--- config.mk ---
export PLATFORM = sky130hd
export DESIGN_NAME = cfgreg_ctrl
export DESIGN_NICKNAME = d
export VERILOG_FILES = /design/src/rtl/cfgreg_pkg.sv /design/src/rtl/cfgreg_seq_tracker.sv /design/src/rtl/cfgreg_store.sv /design/src/rtl/cfgreg_sleep_ctrl.sv /design/src/rtl/cfgreg_ctrl.sv
export SDC_FILE = /design/constraint.sdc
export NUM_CORES = 1
export LEC_CHECK = 0
export ABC_AREA = 1
export BUFFER_PORTS_ARGS = -buffer_cell sky130_fd_sc_hd__buf_2
export CAP_MARGIN = 15
export CORE_ASPECT_RATIO = 1.75
export CORE_MARGIN = 2
export CORE_UTILIZATION = 45
export CTS_CLUSTER_SIZE = 28
export DETAILED_ROUTE_END_ITERATION = 12
export PLACE_DENSITY = 0.82
export SLEW_MARGIN = 5
export SYNTH_ARGS = -nofsm -noshare
export SYNTH_HDL_FRONTEND = slang
export SYNTH_SLANG_ARGS = --single-unit
--- constraint.sdc ---
create_clock -name clk -period 3.4 [get_ports clk]
set_input_delay 0.34 -clock clk [delete_from_list [all_inputs] [get_ports clk]]
set_output_delay 0.34 -clock clk [all_outputs]
set_load 0.05 [all_outputs]
--- src/rtl/cfgreg_pkg.sv ---
package cfgreg_pkg;

    // step tracker for the software unlock pattern
    typedef enum logic [2:0] {
        SEQ_IDLE = 3'd0,   // nothing seen
        SEQ_RD1  = 3'd1,   // one top-address read
        SEQ_RD2  = 3'd2,   // two top-address reads
        SEQ_UNLK = 3'd3,   // unlock write accepted, next top access acts on register
        SEQ_HOLD = 3'd4    // cancelled by third read, waits for another address read
    } seq_state_e;

endpackage

--- src/rtl/cfgreg_seq_tracker.sv ---
module cfgreg_seq_tracker
    import cfgreg_pkg::*;
#(
    parameter int ADDR_W = 22,
    parameter int DATA_W = 16
) (
    input  logic              clk,
    input  logic              rst_n,
    input  logic              acc_valid,
    input  logic              acc_write,
    input  logic              acc_ce_ctrl,
    input  logic [ADDR_W-1:0] acc_addr,
    input  logic [DATA_W-1:0] acc_wdata,
    input  logic              pin_claim,
    output logic              sw_load,
    output logic              sw_fetch
);
    localparam logic [ADDR_W-1:0] TOP_ADDR = {ADDR_W{1'b1}};

    typedef struct packed {
        seq_state_e state;
    } trk_t;

    trk_t trk_d, trk_q;
    logic at_top, is_rd, unlock_ok;

    always_comb begin
        at_top    = (acc_addr == TOP_ADDR);
        is_rd     = acc_valid && !acc_write;
        unlock_ok = acc_write && acc_ce_ctrl && (acc_wdata == '0);
        trk_d     = trk_q;
        sw_load   = 1'b0;
        sw_fetch  = 1'b0;
        if (acc_valid) begin
            if (pin_claim) begin
                trk_d.state = SEQ_IDLE;
            end else begin
                case (trk_q.state)
                    SEQ_IDLE: trk_d.state = (is_rd && at_top) ? SEQ_RD1 : SEQ_IDLE;
                    SEQ_RD1:  trk_d.state = (is_rd && at_top) ? SEQ_RD2 : SEQ_IDLE;
                    SEQ_RD2: begin
                        if (is_rd && at_top)          trk_d.state = SEQ_HOLD;
                        else if (at_top && unlock_ok) trk_d.state = SEQ_UNLK;
                        else                          trk_d.state = SEQ_IDLE;
                    end
                    SEQ_UNLK: begin
                        if (at_top) begin
                            sw_load  = acc_write;
                            sw_fetch = !acc_write;
                        end
                        trk_d.state = SEQ_IDLE;
                    end
                    SEQ_HOLD: trk_d.state = (is_rd && !at_top) ? SEQ_IDLE : SEQ_HOLD;
                    default:  trk_d.state = SEQ_IDLE;
                endcase
            end
        end
    end

    always_ff @(posedge clk) begin
        if (!rst_n) trk_q <= '{state: SEQ_IDLE};
        else        trk_q <= trk_d;
    end


    hold_sticks_chk: assert property (@(posedge clk) disable iff (!rst_n)
        (trk_q.state == SEQ_HOLD && acc_valid && at_top && !pin_claim)
        |=> (trk_q.state == SEQ_HOLD));


    abort_step3_chk: assert property (@(posedge clk) disable iff (!rst_n)
        (trk_q.state == SEQ_RD2 && acc_valid && acc_write && !acc_ce_ctrl && !pin_claim)
        |=> (trk_q.state == SEQ_IDLE));

endmodule

--- src/rtl/cfgreg_store.sv ---
module cfgreg_store #(
    parameter int              ADDR_W    = 22,
    parameter int              DATA_W    = 16,
    parameter logic [15:0]     RESET_VAL = 16'h0070,
    parameter logic [15:0]     KEEP_MASK = 16'h00F7,
    parameter int              SLEEP_BIT = 4
) (
    input  logic              clk,
    input  logic              rst_n,
    input  logic              acc_valid,
    input  logic              acc_write,
    input  logic [ADDR_W-1:0] acc_addr,
    input  logic [DATA_W-1:0] acc_wdata,
    input  logic              sleep_n,
    input  logic              sw_load,
    input  logic              sw_fetch,
    output logic              pin_claim,
    output logic [DATA_W-1:0] cfg_value,
    output logic [DATA_W-1:0] rd_data,
    output logic              sw_owned,
    output logic              pin_n_q
);
    localparam logic [DATA_W-1:0] MASK  = KEEP_MASK[DATA_W-1:0];
    localparam logic [DATA_W-1:0] SMASK = DATA_W'(1) << SLEEP_BIT;
    localparam logic [DATA_W-1:0] SWMASK = MASK & ~SMASK;

    typedef struct packed {
        logic [DATA_W-1:0] cfg;
        logic [DATA_W-1:0] rd;
        logic              owned;
        logic              pin;
        logic              armed;
    } st_t;

    st_t st_d, st_q;

    always_comb begin
        pin_claim = st_q.armed && acc_valid;
        st_d      = st_q;
        st_d.pin  = sleep_n;
        if (st_q.pin && !sleep_n)     st_d.armed = 1'b1;
        else if (acc_valid || sleep_n) st_d.armed = 1'b0;

        if (pin_claim && acc_write) begin
            st_d.cfg = acc_addr[DATA_W-1:0] & MASK;
        end else if (sw_load) begin
            st_d.cfg   = (acc_wdata & SWMASK) | (st_q.cfg & SMASK);
            st_d.owned = 1'b1;
        end

        if (acc_valid && !acc_write)
            st_d.rd = sw_fetch ? st_q.cfg : '0;
    end

    always_ff @(posedge clk) begin
        if (!rst_n) st_q <= '{cfg: RESET_VAL[DATA_W-1:0], rd: '0, owned: 1'b0,
                              pin: 1'b1, armed: 1'b0};
        else        st_q <= st_d;
    end

    assign cfg_value = st_q.cfg;
    assign rd_data   = st_q.rd;
    assign sw_owned  = st_q.owned;
    assign pin_n_q   = st_q.pin;


    reserved_zero_chk: assert property (@(posedge clk) disable iff (!rst_n)
        ((st_q.cfg & ~MASK) == '0) && ((st_q.rd & ~MASK) == '0));


    sw_keeps_sleep_chk: assert property (@(posedge clk) disable iff (!rst_n)
        sw_load |=> (st_q.cfg[SLEEP_BIT] == $past(st_q.cfg[SLEEP_BIT])));


    owned_sticky_chk: assert property (@(posedge clk) disable iff (!rst_n)
        st_q.owned |=> st_q.owned);


    pin_read_only_chk: assert property (@(posedge clk) disable iff (!rst_n)
        (pin_claim && !acc_write) |=> $stable(st_q.cfg));

endmodule

--- src/rtl/cfgreg_sleep_ctrl.sv ---
module cfgreg_sleep_ctrl (
    input  logic clk,
    input  logic rst_n,
    input  logic pin_n_q,
    input  logic sleep_bit,
    input  logic sw_owned,
    output logic par_active,
    output logic deep_pd_req
);
    logic pin_low;

    always_comb begin
        pin_low     = !pin_n_q;
        par_active  = sw_owned ? sleep_bit : (pin_low && sleep_bit);
        deep_pd_req = pin_low && !sleep_bit;
    end


    modes_exclusive_chk: assert property (@(posedge clk) disable iff (!rst_n)
        !(par_active && deep_pd_req));

endmodule

--- src/rtl/cfgreg_ctrl.sv ---
module cfgreg_ctrl #(
    parameter int          ADDR_W    = 22,
    parameter int          DATA_W    = 16,
    parameter logic [15:0] RESET_VAL = 16'h0070,
    parameter logic [15:0] KEEP_MASK = 16'h00F7,
    parameter int          SLEEP_BIT = 4
) (
    input  logic              clk,
    input  logic              rst_n,
    input  logic              acc_valid,
    input  logic              acc_write,
    input  logic              acc_ce_ctrl,
    input  logic [ADDR_W-1:0] acc_addr,
    input  logic [DATA_W-1:0] acc_wdata,
    input  logic              sleep_n,
    output logic [DATA_W-1:0] cfg_value,
    output logic [DATA_W-1:0] rd_data,
    output logic              par_active,
    output logic              deep_pd_req
);
    logic pin_claim, sw_load, sw_fetch, sw_owned, pin_n_q;

    cfgreg_seq_tracker #(.ADDR_W(ADDR_W), .DATA_W(DATA_W)) i_trk (
        .clk(clk), .rst_n(rst_n), .acc_valid(acc_valid), .acc_write(acc_write),
        .acc_ce_ctrl(acc_ce_ctrl), .acc_addr(acc_addr), .acc_wdata(acc_wdata),
        .pin_claim(pin_claim), .sw_load(sw_load), .sw_fetch(sw_fetch)
    );

    cfgreg_store #(.ADDR_W(ADDR_W), .DATA_W(DATA_W), .RESET_VAL(RESET_VAL),
                   .KEEP_MASK(KEEP_MASK), .SLEEP_BIT(SLEEP_BIT)) i_store (
        .clk(clk), .rst_n(rst_n), .acc_valid(acc_valid), .acc_write(acc_write),
        .acc_addr(acc_addr), .acc_wdata(acc_wdata), .sleep_n(sleep_n),
        .sw_load(sw_load), .sw_fetch(sw_fetch), .pin_claim(pin_claim),
        .cfg_value(cfg_value), .rd_data(rd_data), .sw_owned(sw_owned),
        .pin_n_q(pin_n_q)
    );

    cfgreg_sleep_ctrl i_sleep (
        .clk(clk), .rst_n(rst_n), .pin_n_q(pin_n_q),
        .sleep_bit(cfg_value[SLEEP_BIT]), .sw_owned(sw_owned),
        .par_active(par_active), .deep_pd_req(deep_pd_req)
    );


    one_path_chk: assert property (@(posedge clk) disable iff (!rst_n)
        !(pin_claim && (sw_load || sw_fetch)));


    owned_par_chk: assert property (@(posedge clk) disable iff (!rst_n)
        (sw_owned && pin_n_q) |-> (par_active == cfg_value[SLEEP_BIT]) && !deep_pd_req);

endmodule

==> results.md, run 1 <==
* Status: finished, final reports clean
* Initial DRC Count at 26
* Clock Latency Late Sink at roughly 0.25 ns
* Buffers on Ports at between 50 and 60
* Post-CTS Resized at 0
* CTS tree: built
* Startpoint types: flip-flop
* Critical R2R Capture: i_store.cfg_value[5]$_SDFFE_PN1P_
* Max-slew violations at 0
* Tot Pwr at between 500 and 600 uW
* Yosys Warn Count at 0
* Synth Register Bits at 20
* Post-synth EDFFs at 0
* Initial Util at 46.3%
* DRT antenna net count at 0
* MaxCap Viol Count at 0
* Required @ worst endpoint at 3.06 ns
* Routed WL at 3080 um
* Syn Inst Count at between 150 and 200
* Die Area at 3450 sq um
* Fin nets at 288
* # fillers at 314
* Die Wd at between 40 and 50 um
* Via-per-instance ratio at between 4 and 5
* Synth top area share at 29.9%
* Num CTS Buffers at 3
* Reg-to-Reg Start: i_trk.trk_q[1]$_SDFFE_PN0P_
* Pwr/cell area at 346 nW/um^2
* Clock skew at 0.000548 ns
* Worst-Margin Slew at 0.546 ns
* Pin count of the biggest net entering global routing at 20
* Synthesized area at 1340 sq um
* Worst hold start: sleep_n
* Initial antenna violation count at 0
* Hold Path Stages at 2
* Worst EP arrival at 1.11 ns
* Detailed Routing Iterations Pass 1 at 6
* Final hold vios at 0
* H-tree depth at 1
* First-pass GRT wire length at 4930 um
* DRC viols at 0
* Synth area leader: dfxtp_1
* Setup ws final at 1.95 ns
* GRT overflow at 0
* Placer congestion estimate at 0.864
* Core ar. at just under 3000 sq um
* Post-synth cell types at 25
* Worst rel slew slack at a little under two thirds
* Main synth FF type: dfxtp_1
* Type of the worst setup path: reg2out
* Setup-failing EPs final at 0
* Peak VDD IR at 183 uV
* Total setup buffers inserted after CTS at 0
* Post-layout min period at approximately 1.5 ns
* R2R setup slack at 1.99 ns
* Post-Route Setup TNS at 0 ns
* Path depth of the worst reg2reg path at 7
* Min-Delay Endpoint: i_store.pin_n_q$_SDFF_PN1_
* Synth area leaders: dfxtp_1 30%, buf_4 18%, nand2_1 13%
* GRT Resource Usage Total at 18.7%
* CP Capture Type: primary output
* Vias in the first global route at around 1.2k
* Total clock sinks at 20
* Worst-path fanout max at 4
* Seq/Total Area, Yosys at 29.9%
* RSZ-0062 raised after global routing: false
* Commonest cells post-synth: 47 x nand2_1, 32 x buf_4, 20 x dfxtp_1
* Worst Hold Class: in2reg
* Via count at 1354
* Chip height at around 76 um
* Maximum root-to-sink buffer count at 2
* Synthesized area per cell at ~6.8 sq um
* Rows at 26
* Pleak at 0.000773 uW
* # diodes at 0
* Hold-fix buffers, CTS at 0
* I/O pins at 78
* Share of cells above drive strength 1 at 31.7%
* CTS root buffer: clkbuf_8
* Top-count cell post-synth: nand2_1
* Asr flop ratio synth at 0%
* Post-detail-place hpwl at 2550 um
* Clock slew at reported path FFs at around 0.070 ns
* Placement Setup Slack at 1.80 ns
* Routed len/inst at 11.4 um
* Max Clock Freq at 689 MHz
* Part of the cycle the worst path needs at 42.7%
* Area Growth Syn to Fin at 14.5%
## state kept, by name (all words and copies together) (netlist names)
| signal | count |
|---|---|
| i_store.sw_owned | 1 |
| i_store.rd_data | 7 |
| i_store.cfg_value | 7 |
| i_store.pin_n_q | 1 |
| i_trk.trk_q | 3 |
| i_store.st_q | 1 |
## cell usage in the layout, fill, tap and decap left out
master / count
nand3_1: 11
nand4_1: 11
o21ai_0: 3
nor2_1: 19
inv_1: 12
nor2_4: 1
a21oi_1: 18
inv_2: 2
nand2_4: 2
maj3_1: 1
buf_2: 59
nand3_2: 1
nor4_4: 1
nand2_2: 2
o22ai_1: 1
dfxtp_1: 20
nor2_2: 1
conb_1: 18
nand2_1: 47
clkbuf_8: 4
or2_2: 2
a21oi_2: 2
clkinv_1: 3
nor3_1: 2
## worst max-delay path by stage
stage                     slack [ns]                           endpoint  cells past startpoint                               from
after floorplan                 1.90                         par_active                      2  i_store.cfg_value[4]$_SDFFE_PN1P_
after global placement          1.86  i_store.cfg_value[6]$_SDFFE_PN1P_                     12                        acc_addr[7]
after detailed placement        1.80  i_store.cfg_value[5]$_SDFFE_PN1P_                     12                        acc_addr[7]
after CTS                       1.93                         par_active                      3  i_store.cfg_value[4]$_SDFFE_PN1P_
after global routing            1.84  i_store.cfg_value[2]$_SDFFE_PN0P_                      6        i_trk.trk_q[1]$_SDFFE_PN0P_
final                           1.95                         par_active                      3  i_store.cfg_value[4]$_SDFFE_PN1P_
## power by group
| part | switching (uW) | total, uW | internal [uW] |
|---|---|---|---|
| logic | 84.5 | 113 | 28.3 |
| clock network | 74.6 | 178 | 103 |
| registers | 3.51 | 241 | 237 |
| total | 163 | 531 | 369 |
## cells by family (layout without fill, tap and decap cells)
kind of cell               Yosys count  after routing  synth area share [%]
and+or+nand+nor                    100            100                  35.7
buffers and inverters               51             80                  23.8
AOI/OAI and AO/OA                   24             24                  9.62
DFF                                 20             20                  29.9
adders and majority gates            1              1                 0.747
other                                1             18                 0.280
## critical path: stages (launching register included)
cell and delay, ns:
dfxtp_1 0.39, inv_1 0.08, a21oi_1 0.12, buf_2 0.27
## cell type report
| type | instances | area, sq um | share of cell area [%] |
|---|---|---|---|
| Clock buffer | 4 | 55.1 | 3.59 |
| Sequential cell | 20 | 400 | 26.1 |
| Tap cell | 28 | 35.0 | 2.28 |
| Timing Repair Buffer | 59 | 295 | 19.2 |
| Multi-Input combinational cell | 143 | 684 | 44.6 |
| Inverter | 17 | 63.8 | 4.16 |
## metal layers
layer / vias up / part of all wire, % / track usage (%)
li1: 682 / - / -
met1: 599 / 36 / 19.6
met2: 68 / 56 / 35.3
met3: 5 / 6.7 / 0.711
met4: 0 / 1.9 / 7.94
met5: - / 0 / 0
## through the flow
step	std cells	cell area [sq um]	util [%]	hold slack (ns)
6_report	271	1530	53.0	0.288
4_1_cts	271	1530	53.0	0.287
3_3_place_gp	267	1480	51.1	0.451
3_5_place_dp	267	1480	51.1	0.453
5_1_grt	271	1530	53.0	0.291
2_1_floorplan	214	1400	-	0.436
Note: power is estimated with default switching activity, not from simulation.
==> inputs of run 2 (changes only) <==
--- a/config.mk
+++ b/config.mk
@@ -10,10 +10,10 @@
 export CAP_MARGIN = 15
 export CORE_ASPECT_RATIO = 1.75
 export CORE_MARGIN = 2
-export CORE_UTILIZATION = 45
+export CORE_UTILIZATION = 43
 export CTS_CLUSTER_SIZE = 28
 export DETAILED_ROUTE_END_ITERATION = 12
-export PLACE_DENSITY = 0.82
+export PLACE_DENSITY = 0.79
 export SLEW_MARGIN = 5
 export SYNTH_ARGS = -nofsm -noshare
 export SYNTH_HDL_FRONTEND = slang
==> constraint.sdc (replaced) <==
create_clock -name clk -period 1.4 [get_ports clk]
set_input_delay 0.14 -clock clk [delete_from_list [all_inputs] [get_ports clk]]
set_output_delay 0.14 -clock clk [all_outputs]
set_load 0.05 [all_outputs]
==> results.md, run 2 (same netlist as run 1, synthesis figures left out) <==
* Internal power at about 1000 uW
* Post-layout min period at 1.37 ns
* CP Capture Type: flip-flop
* GRT overflow at 0
* Area Growth Syn to Fin at 24.6%
* Required @ worst endpoint at 1.55 ns
* Rows at 26
* Startpoint types: flip-flop
* Clock share of power at 40.1%
* Switching part of the total power at 28.7%
* Status: finished, final reports clean
* # placed instances at 287
* Num CTS Buffers at 3
* Core ar. at 2960 sq um
* CTS tree: built
* Maximum root-to-sink buffer count at 2
* Placement Setup Slack at 0.0830 ns
* Most frequent cells in the layout: 59 x buf_2, 47 x nand2_1, 19 x nor2_1, 18 x conb_1, 17 x dfxtp_1
* Clock skew at just under 0.004 ns
* Clock slew at reported path FFs at about 0.08 ns
* RSZ-0062 raised after global routing: true
* Detailed Routing Iterations Pass 1 at 4
* Total clock sinks at 20
* DRT antenna net count at 0
* Peak VDD IR at between 400 and 500 uV
* Tot Pwr at about 1400 uW
* CTS root buffer: clkbuf_8
* Worst Hold Class: in2reg
* Buffers on Ports at 59
* Routed len/inst at ~10 um
* H-tree depth at 1
* Final std cells w/o fill at between 200 and 300
* Pwr/cell area at roughly 870 nW/um^2
* Clock Latency Late Sink at ~0.26 ns
* First-pass GRT wire length at 4820 um
* Fin nets at 297
* Vias in the first global route at approximately 1.2k
* Final hold vios at 0
* Initial Util at 45.3%
* Routed WL at 3060 um
* Share of cells above drive strength 1 at around 38%
* GRT Resource Usage Total at between 10% and 20%
* Placer congestion estimate at between 0.8 and 0.9
* Setup-failing EPs final at 0
* Max Clock Freq at 732 MHz
* Die Area at 3600 sq um
* Initial antenna violation count at 0
* Post-detail-place hpwl at 2540 um
* Worst-path fanout max at 6
* Via-per-instance ratio at roughly 4.6
* Part of the power in registers at 40.3%
* Fin area at between 1500 and 2000 sq um
* Comb power frac at 19.6%
* Via count at approximately 1.4k
* Part of the cycle the worst path needs at 97.5%
* Type of the worst setup path: reg2reg
* Pin count of the biggest net entering global routing at 13
* MaxCap Viol Count at 0
* Setup ws final at 0.0347 ns
* Initial DRC Count at 29
* Instance area at placement at 1540 sq um
* # fillers at 301
* Die Wd at 46.2 um
* DRC viols at 0
* I/O pins at just under 80
* Leading cell type in the layout, fill and taps excluded: buf_2
* Max-slew violations at 0
* Worst EP arrival at 1.51 ns
* Sw Pwr at 416 uW
* Pleak at 0.000827 uW
* Hold-fix buffers, CTS at 0
* Post-Route Setup TNS at 0 ns
* # diodes at 0
* Chip height at 77.9 um
## run 2: repair_timing
action | 4_1_cts | 5_1_grt
setup endpoints to repair | 0 | 8
gates resized for setup | 0 | 12
buffers inserted | 0 | 3
## run 2: worst max-delay path, cell delays in order (launching register included)
cell and delay, ns:
dfxtp_4 0.37, inv_4 0.07, nand3_4 0.07, nor4_4 0.34
nand2_4 0.12, nand2_4 0.11, inv_2 0.04, nand2_1 0.06
nand3_1 0.07
## run 2: power by group through the flow
stage / combinational, uW / sequential, uW / clock (uW)
detailed placement: 280 / 598 / 0
global route: 305 / 585 / 605
global placement: 278 / 599 / 0
finish: 283 / 583 / 581
floorplan: 234 / 596 / 0
CTS: 281 / 585 / 586
## run 2: area by class of cell
type	instances	area (sq um)	share of cell area, %
Sequential cell	20	407	24.4
Multi-Input combinational cell	143	709	42.5
Tap cell	42	52.6	3.15
Clock buffer	3	41.3	2.47
Timing Repair Buffer	68	363	21.7
Inverter	17	66.3	3.97
Clock inverter	1	30.0	1.80
## run 2: per-stage QoR
step                hold WS [ns]  util, %
floorplan                  0.260        -
global placement           0.345     52.1
detailed placement         0.347     52.1
CTS                       0.0793     54.5
global route              0.0823     56.4
finish                    0.0775     56.4
## run 2: worst paths after layout
kind	startpoint	to	slack [ns]	cells after the start
max reg2reg	i_trk.trk_q[2]$_SDFFE_PN0P_	i_store.cfg_value[6]$_SDFFE_PN1P_	0.03	8
min	sleep_n	i_store.pin_n_q$_SDFF_PN1_	0.08	2
max	i_trk.trk_q[2]$_SDFFE_PN0P_	i_store.cfg_value[6]$_SDFFE_PN1P_	0.03	8
min reg2reg	i_store.rd_data[4]$_SDFFE_PN0N_	i_store.rd_data[4]$_SDFFE_PN0N_	0.46	2
## run 2: layer usage
metal / part of all wire [%] / track usage, %
met1: 36 / 19.0
met2: 55 / 31.9
met3: 6.8 / 0.930
met4: 1.8 / 5.43
met5: 0 / 0
==> inputs of run 3 (changes only) <==
--- a/config.mk
+++ b/config.mk
@@ -5,12 +5,11 @@
 export SDC_FILE = /design/constraint.sdc
 export NUM_CORES = 1
 export LEC_CHECK = 0
-export ABC_AREA = 1
 export BUFFER_PORTS_ARGS = -buffer_cell sky130_fd_sc_hd__buf_2
 export CAP_MARGIN = 15
 export CORE_ASPECT_RATIO = 1.75
 export CORE_MARGIN = 2
-export CORE_UTILIZATION = 43
+export CORE_UTILIZATION = 42
 export CTS_CLUSTER_SIZE = 28
 export DETAILED_ROUTE_END_ITERATION = 12
 export PLACE_DENSITY = 0.79
==> results.md, run 3 <==
* Status: finished with violations
* Failing checks: setup timing
* DRC viols at 0
* Required @ worst endpoint at 1.55 ns
* Routed WL at 2950 um
* Syn Inst Count at 153
* Met3 usage at under 10%
* Launch point of the worst path: i_trk.trk_q[2]$_SDFFE_PN0P_
* Die Wd at 45.0 um
* Crit-path cells: nand3b_1, nor4_4, a21oi_2, a221o_1
* Hold-fix buffers, CTS at 0
* Clock slew at reported path FFs at 0.07 ns
* Clock Latency Late Sink at around 0.26 ns
* CTS tree: built
* Yosys Warn Count at 0
* Commonest cells post-synth: 32 x buf_4, 20 x dfxtp_1, 16 x nand2_1
* Placer congestion estimate at between 0.8 and 0.9
* DRT antenna net count at 0
* GRT overflow at 0
* Rows at 26
* GRT Resource Usage Total at 18.3%
* Worst Hold Class: in2reg
* Mux contribution to synthesized area at 0.809%
* Fin nets at 251
* Seq/Total Area, Yosys at roughly 32%
* Setup ws final at -0.0241 ns
* Synthesized area at around 1200 sq um
* H-tree depth at 1
* Via-per-instance ratio at 5.24
* I/O pins at 78
* Type of the worst setup path: reg2reg
* Synthesized area per cell at 8.09 sq um
* Routed len/inst at 12.6 um
* Critical R2R Capture: i_store.cfg_value[6]$_SDFFE_PN1P_
* Part of the cycle the worst path needs at 102%
* Worst-path fanout max at 5
* Initial antenna violation count at 0
* RSZ-0062 raised after global routing: true
* Synth area leader: dfxtp_1
* Hold Path Stages at 2
* Grt met2 use at 36.0%
* Grt met1 use at between 10% and 20%
* Post-synth cell types at 37
* Setup-failing EPs final at 4
* CP Capture Type: flip-flop
* Die Area at 3410 sq um
* Initial DRC Count at 19
* Final hold vios at 0
* Synth top area share at 32.4%
* Synth area leaders: dfxtp_1 32%, buf_4 19%, nand4_1 5.6%
* Total clock sinks at 20
* Post-layout min period at 1.42 ns
* Max-slew violations at 0
* Post-Synth Simple-Gate Area at 29.8%
* Reg-to-Reg Start: i_trk.trk_q[2]$_SDFFE_PN0P_
* Synth Register Bits at 20
* Crit path largest cell delay at 0.41 ns
* Startpoint types: flip-flop
* Main synth FF type: dfxtp_1
* # placed instances at 230
* Post-detail-place hpwl at 2450 um
* Compound-cell area share of the yosys netlist at 13.4%
* Core ar. at 2860 sq um
* Top-count cell post-synth: buf_4
* Post-synthesis xor/xnor area fraction at 0%
* Post-synth EDFFs at 0
* Path depth of the worst reg2reg path at 4
* Asr flop ratio synth at 0%
* Initial Util at 43.2%
* Crit-path slowest cell: nor4_4
* Final std cells w/o fill at about 230
* Pin count of the biggest net entering global routing at 29
* Clock skew at ~0.0047 ns
* CP endpoint: i_store.cfg_value[6]$_SDFFE_PN1P_
* Leading cell type in the layout, fill and taps excluded: buf_2
* MaxCap Viol Count at 0
* Maximum root-to-sink buffer count at 2
* Main combinational cell family by area after synthesis: simple AND/OR/NAND/NOR gates
* Pwr/cell area at about 850 nW/um^2
* Buffers on Ports at 59
* GRT Max-Usage Layer: met2
* R2R setup slack at -0.02 ns
* Area Growth Syn to Fin at 22.5%
* Chip height at between 70 and 80 um
* Via count at 1225
* Share of cells above drive strength 1 at between 40% and 50%
* # diodes at 0
* Peak VDD IR at around 440 uV
* Max Clock Freq at 702 MHz
* CTS root buffer: clkbuf_8
* First-pass GRT wire length at approximately 4600 um
* Vias in the first global route at between 1k and 1.5k
* Worst EP arrival at 1.58 ns
* Total setup buffers inserted after CTS at 0
* Num CTS Buffers at 3
* Pleak at 0.000707 uW
* Detailed Routing Iterations Pass 1 at 4
* Tot Pwr at 1290 uW
* Most frequent cells in the layout: 59 x buf_2, 18 x conb_1, 17 x dfxtp_1, 16 x nand2_1, 12 x nand3_1
* Post-Synth Adder-Cell Area at less than 1%
[run 3: cell count changes after synthesis, sizes merged, moves of 11 or more]
cell   previous run  this run
nand2            51        16
inv              14         3
a21oi            20         3
nor2             21         6
[run 3: cells by family (layout without fill, tap and decap cells)]
family,after synthesis,count (layout)
buffers and inverters,41,77
adder cells (fa/ha/maj),1,1
other,1,18
AO/OA/AOI/OAI,24,24
AND/OR/NAND/NOR,65,65
flip-flops,20,20
multiplexers,1,1
[run 3: where the power goes]
part / internal, uW / total [uW] / switching [uW]
Combinational: 72.9 / 269 / 196
Clock: 250 / 438 / 187
Sequential: 576 / 582 / 6.00
Total: 900 / 1290 / 389
[run 3: layout make-up]
type,instances,area (sq um)
Fill cell,306,1350
Multi-Input combinational cell,109,633
Sequential cell,20,404
Timing Repair Buffer,70,378
Clock buffer,4,55.1
Tap cell,28,35.0
Inverter,3,11.3
[run 3: worst min path at each step]
| stage | startpoint | end | slack, ns |
|---|---|---|---|
| 2_1_floorplan | sleep_n | i_store.pin_n_q$_SDFF_PN1_ | 0.26 |
| 3_3_place_gp | sleep_n | i_store.pin_n_q$_SDFF_PN1_ | 0.35 |
| 3_5_place_dp | sleep_n | i_store.pin_n_q$_SDFF_PN1_ | 0.35 |
| 4_1_cts | sleep_n | i_store.pin_n_q$_SDFF_PN1_ | 0.09 |
| 5_1_grt | sleep_n | i_store.pin_n_q$_SDFF_PN1_ | 0.09 |
| 6_report | sleep_n | i_store.pin_n_q$_SDFF_PN1_ | 0.08 |
[run 3: stage by stage]
| stage | hold slack [ns] | TNS [ns] | area (sq um) | worst slack [ns] | utilization (%) |
|---|---|---|---|---|---|
| 2_1_floorplan | 0.265 | -0.0309 | 1300 | -0.0124 | - |
| 3_3_place_gp | 0.352 | -0.0175 | 1450 | -0.00878 | 50.7 |
| 3_5_place_dp | 0.353 | -0.0714 | 1450 | -0.0266 | 50.7 |
| 4_1_cts | 0.0873 | -0.0932 | 1510 | -0.0298 | 52.8 |
| 5_1_grt | 0.0941 | -0.502 | 1520 | -0.0783 | 53.0 |
| 6_report | 0.0821 | -0.0549 | 1520 | -0.0241 | 53.0 |
[run 3: critical path: cells and delay by family, from the launching register on]
| family | cells | cell delay [ns] |
|---|---|---|
| compound gates | 2 | 0.39 |
| simple gates | 2 | 0.60 |
| flops | 1 | 0.33 |
[run 3: metal layers]
layer,vias up,wire [um]
li1,605,-
met1,550,1040
met2,66,1590
met4,0,67
met3,4,259
met5,-,0
[run 3: repair_timing]
item,4_1_cts,5_1_grt
endpoints found under the setup margin,5,9
gates resized for setup,1,2
pin swaps,4,3
endpoints found under the hold margin,0,0
